[config.mk]
export PLATFORM = sky130hd
export DESIGN_NAME = startup_sequencer
export DESIGN_NICKNAME = d
export VERILOG_FILES = /design/src/rtl/sseq_pkg.sv /design/src/rtl/sseq_counter.sv /design/src/rtl/sseq_fsm.sv /design/src/rtl/sseq_flags.sv /design/src/rtl/startup_sequencer.sv
export SDC_FILE = /design/constraint.sdc
export NUM_CORES = 1
export LEC_CHECK = 0
export BUFFER_PORTS_ARGS = -buffer_cell sky130_fd_sc_hd__clkbuf_2
export CORE_MARGIN = 5
export CORE_UTILIZATION = 25
export DETAILED_ROUTE_END_ITERATION = 8
export PLACE_DENSITY = 0.52
export SLEW_MARGIN = 20
export SYNTH_ARGS = -nofsm -noshare
export SYNTH_HDL_FRONTEND = slang
export SYNTH_SLANG_ARGS = --single-unit
export TNS_END_PERCENT = 50
[constraint.sdc]
create_clock -name clk -period 2.35 [get_ports clk]
set_input_delay 0.47 -clock clk [delete_from_list [all_inputs] [get_ports clk]]
set_output_delay 0.47 -clock clk [all_outputs]
set_load 0.02 [all_outputs]
[src/rtl/sseq_pkg.sv]
package sseq_pkg;
  typedef enum logic [2:0] {
    PH_COLD  = 3'd0,  // reset hold, settle interval
    PH_OPTLD = 3'd1,  // reset hold, option-load interval
    PH_RUN   = 3'd2,  // executing
    PH_SLEEP = 3'd3,  // power-down
    PH_WARM  = 3'd4   // wake stall, settle interval only
  } phase_t;
endpackage

[src/rtl/sseq_counter.sv]
module sseq_counter #(
  parameter int LIMIT = 1024
) (
  input  logic clk,
  input  logic por_n,
  input  logic clr,
  input  logic en,
  output logic last
);
  localparam int W = $clog2(LIMIT) + 1;

  logic [W-1:0] cnt;

  always_ff @(posedge clk or negedge por_n) begin
    if (!por_n)   cnt <= '0;
    else if (clr) cnt <= '0;
    else if (en)  cnt <= cnt + 1'b1;
  end

  // terminal count: this enabled cycle is the final one of the interval
  assign last = en && (cnt == W'(LIMIT - 1));
endmodule

[src/rtl/sseq_fsm.sv]
module sseq_fsm
  import sseq_pkg::*;
(
  input  logic   clk,
  input  logic   por_n,
  input  logic   rst_req,
  input  logic   pd_enter,
  input  logic   wake,
  input  logic   settle_last,
  input  logic   load_last,
  output phase_t phase,
  output logic   settle_en,
  output logic   settle_clr,
  output logic   load_en,
  output logic   load_clr,
  output logic   ready_q,
  output logic   settled_q
);
  phase_t nxt;

  assign settle_en  = (phase == PH_COLD) || (phase == PH_WARM);
  assign settle_clr = rst_req || !settle_en || settle_last;
  assign load_en    = (phase == PH_OPTLD);
  assign load_clr   = rst_req || !load_en || load_last;

  always_comb begin
    nxt = phase;
    if (rst_req) begin
      nxt = PH_COLD;  // reset request outranks every other event
    end else begin
      unique case (phase)
        PH_COLD:  if (settle_last) nxt = PH_OPTLD;
        PH_OPTLD: if (load_last)   nxt = PH_RUN;
        PH_RUN:   if (pd_enter)    nxt = PH_SLEEP;
        PH_SLEEP: if (wake)        nxt = PH_WARM;
        PH_WARM:  if (settle_last) nxt = PH_RUN;
        default:                   nxt = PH_COLD;
      endcase
    end
  end

  always_ff @(posedge clk or negedge por_n) begin
    if (!por_n) begin
      phase     <= PH_COLD;
      ready_q   <= 1'b0;
      settled_q <= 1'b0;
    end else begin
      phase     <= nxt;
      ready_q   <= (nxt == PH_RUN);
      settled_q <= (nxt == PH_RUN) || (nxt == PH_OPTLD);
    end
  end
endmodule

[src/rtl/sseq_flags.sv]
module sseq_flags
  import sseq_pkg::*;
(
  input  phase_t phase,
  output logic   hold,
  output logic   pc_clear,
  output logic   irq_mask,
  output logic   presc_clear,
  output logic   tmr_stop,
  output logic   port_input,
  output logic   sp_init,
  output logic   wdt_clear,
  output logic   wdt_run
);
  assign hold        = (phase == PH_COLD) || (phase == PH_OPTLD);
  assign pc_clear    = hold;
  assign irq_mask    = hold;
  assign presc_clear = hold;
  assign tmr_stop    = hold;
  assign port_input  = hold;
  assign sp_init     = hold;
  assign wdt_clear   = hold;
  assign wdt_run     = !hold;  // count starts the edge the hold ends
endmodule

[src/rtl/startup_sequencer.sv]
module startup_sequencer
  import sseq_pkg::*;
#(
  parameter int SETTLE_CYC = 1024,
  parameter int LOAD_CYC   = 16
) (
  input  logic clk,
  input  logic por_n,
  input  logic rst_req,
  input  logic pd_enter,
  input  logic wake,
  output logic core_rst_o,
  output logic run_o,
  output logic settled_o,
  output logic pc_clear_o,
  output logic irq_mask_o,
  output logic presc_clear_o,
  output logic tmr_stop_o,
  output logic port_input_o,
  output logic sp_init_o,
  output logic wdt_clear_o,
  output logic wdt_run_o
);
  phase_t phase;
  logic   settle_en, settle_clr, settle_last;
  logic   load_en, load_clr, load_last;

  sseq_counter #(.LIMIT(SETTLE_CYC)) u_settle (
    .clk(clk), .por_n(por_n), .clr(settle_clr), .en(settle_en), .last(settle_last)
  );

  sseq_counter #(.LIMIT(LOAD_CYC)) u_load (
    .clk(clk), .por_n(por_n), .clr(load_clr), .en(load_en), .last(load_last)
  );

  sseq_fsm u_fsm (
    .clk(clk), .por_n(por_n), .rst_req(rst_req), .pd_enter(pd_enter), .wake(wake),
    .settle_last(settle_last), .load_last(load_last), .phase(phase),
    .settle_en(settle_en), .settle_clr(settle_clr),
    .load_en(load_en), .load_clr(load_clr),
    .ready_q(run_o), .settled_q(settled_o)
  );

  sseq_flags u_flags (
    .phase(phase), .hold(core_rst_o), .pc_clear(pc_clear_o), .irq_mask(irq_mask_o),
    .presc_clear(presc_clear_o), .tmr_stop(tmr_stop_o), .port_input(port_input_o),
    .sp_init(sp_init_o), .wdt_clear(wdt_clear_o), .wdt_run(wdt_run_o)
  );
endmodule

==> flow_metrics.py <==
metrics = {
    "status": {
        "status": "finished clean",
    },
    "clock_tree": {
        "max-clock-path-buffers": 2,
        "clock_latency_ps": 260,
        "postCtsResizedCells": 0,
        "cts_max_level": 1,
        "cts_tree": "done",
        "postCtsSetupRepairBufs": 0,
        "clock-sinks": 21,
        "cts-root-buf": "clkbuf_8",
        "hold_buffers": 0,
        "clkTransAtPathRegs_ps": 80,
        "cts_buffers": 3,
    },
    "final_layout": {
        "regArea_um2": 526,
        "utilization_pct": 29.3,
        "layout_common_cells": "dfrtp_1 (21), nor2_1 (19), clkbuf_2 (15), nand2_1 (6)",
        "multiInputGateArea_um2": 459,
        "fillers": 432,
        "area_growth_pct": 12.0,
        "n_antenna_cell": 0,
        "drive_gt1_share_pct": 23.0,
        "fin_nets": 122,
        "final_common_cell": "dfrtp_1",
    },
    "yosys": {
        "synth-seq-cells": 21,
        "syn-num-nets": 110,
        "synth.distinct_cells": 32,
        "netlist_instances": 102,
        "avgSynthCellArea_um2": 10.3,
        "synthFlopType": "dfrtp_1",
        "synth_edf_count": 0,
        "netlist_area_um2": 1050,
        "synth_area_leaders": "dfrtp_1 (50%), nor2_1 (6.8%), buf_4 (5.0%)",
        "seq_area_frac_synth_pct": 49.9,
        "yosysTopAreaCellShare_pct": 49.9,
        "yosysWarnings": 0,
        "synth_async_sr_flop_share_pct": 100,
        "yosys.area.top_type": "dfrtp_1",
    },
    "floorplan": {
        "dieArea_um2": 5610,
        "initial_core_util_pct": 26.1,
        "core_region_area_um2": 4030,
        "dieHeight_um": 74.9,
        "rows": 23,
        "die_w_um": 74.9,
        "io_pins": 16,
    },
    "sta": {
        "rsz0062_at_grt": "no",
        "max_slew.worst_pin.slew_ps": 522,
        "post-route-period-util_pct": 81.4,
        "setup_viol_count_final": 0,
        "final-hold-violation-count": 0,
        "timing.fmax_mhz": 523,
        "whs_ps": 168,
        "slew-limit-headroom_pct": 65.2,
        "setup_tns_ps": 0,
        "min_period_ps": 1910,
        "drv_slew": 0,
        "fin_skew_ps": 8.77,
    },
    "power": {
        "power.density_nw_per_um2": 536,
        "irDropWorstVdd_mv": 0.358,
        "total_leakage_power_nw": 0.551,
        "power_mw": 0.632,
    },
    "placed_design": {
        "place_hpwl_um": 1410,
        "place_congestion": 0.771,
        "io_buffers": 15,
    },
    "critical_path": {
        "crit_required_ps": 1880,
        "worst-setup-path-type": "reg -> out",
        "critical_path.max_fanout": 9,
        "arrival_ps": 1440,
        "r2r_cells": 8,
        "end_kind": "output pin",
        "startpoint_type": "flop",
    },
    "route": {
        "firstDrtPassIters": 3,
        "remaining_drc_errors": 0,
        "ant_nets": 0,
        "drt_wl_total_um": 1850,
        "vias": 747,
        "avgRoutedWirePerCell_um": 11.4,
        "drtIter0Drc": 58,
        "vias_per_cell": 4.58,
    },
    "grt": {
        "grt_pass1_vias": 770,
        "antenna_found_initial": 0,
        "grt_max_degree": 22,
        "grt_pass1_wl_um": 3330,
        "grt_use_total_pct": 7.78,
        "gr-total-overflow": 0,
    },
    "job": {
        "cap_violations": 0,
    },
    "worst_hold_path": {
        "hold_class": "in -> async",
    },
}
==> Yosys cell counts (2+ instances only) <==
cell type	count
dfrtp_1	21
ha_1	3
xnor2_1	5
o21ai_0	2
nor2_1	19
a21boi_0	2
nand3_1	3
nand2b_1	4
nor3b_1	2
inv_1	3
nand2_1	6
buf_4	7
nor3_1	2
xor2_1	5
==> layout make-up <==
class | count | share of cell area, %
Sequential cell | 21 | 44.5
Multi-Input combinational cell | 70 | 38.9
Timing Repair Buffer | 15 | 6.36
Tap cell | 50 | 5.30
Clock buffer | 3 | 3.50
Inverter | 3 | 0.954
Clock inverter | 1 | 0.424
==> routing by layer <==
layer	wire [µm]	GRT usage (%)	vias to the layer above
met4	10	2.37	0
met1	868	9.04	365
met2	817	13.0	19
met5	0	0	-
met3	157	3.34	2
li1	-	-	361
==> logic make-up (layout without fill, tap and decap cells) <==
| family | after synthesis | count (layout) | share of synthesized area [%] |
|---|---|---|---|
| AO/OA/AOI/OAI | 9 | 9 | 7.01 |
| XOR/XNOR | 10 | 10 | 8.31 |
| adder cells (fa/ha/maj) | 3 | 3 | 3.56 |
| buffers and inverters | 11 | 22 | 6.53 |
| flip-flops | 21 | 21 | 49.9 |
| AND/OR/NAND/NOR | 48 | 48 | 24.7 |
==> where the power goes <==
part,leakage [nW],internal (mW),switching (mW)
Sequential,0.291,0.365,0.00404
Clock,0.0255,0.118,0.121
Combinational,0.235,0.00835,0.0154
Total,0.551,0.492,0.140
==> critical path, stage by stage, from the launching register on <==
cell      delay [ps]
dfrtp_1          460
nor2_1           410
inv_1            120
clkbuf_2         180
==> metrics by stage <==
step | setup slack [ps] | instance area (µm²) | std cells
2_1_floorplan | 310 | 1050 | 102
3_3_place_gp | 506 | 1130 | 159
3_5_place_dp | 441 | 1130 | 159
4_1_cts | 409 | 1180 | 163
5_1_grt | 261 | 1180 | 163
6_report | 437 | 1180 | 163
==> final timing paths <==
kind	from	endpoint	slack [ps]
worst max-delay path	u_fsm.phase[1]	wdt_run_o	440
worst min-delay path	por_n	u_settle.cnt[1]	170
worst max register to register	u_load.cnt[0]	u_fsm.settled_q	440
worst min register to register	u_load.cnt[0]	u_load.cnt[0]	460
max in group asynchronous	por_n	u_settle.cnt[9]	1830
min in group clk	rst_req	u_fsm.phase[1]	430
==> registers in the layout, indices dropped and copies added (netlist names) <==
register	count
u_settle.cnt	11
u_fsm.settled_q	1
u_load.cnt	5
u_fsm.ready_q	1
u_fsm.phase	3
(Power assumes the default switching activity.)
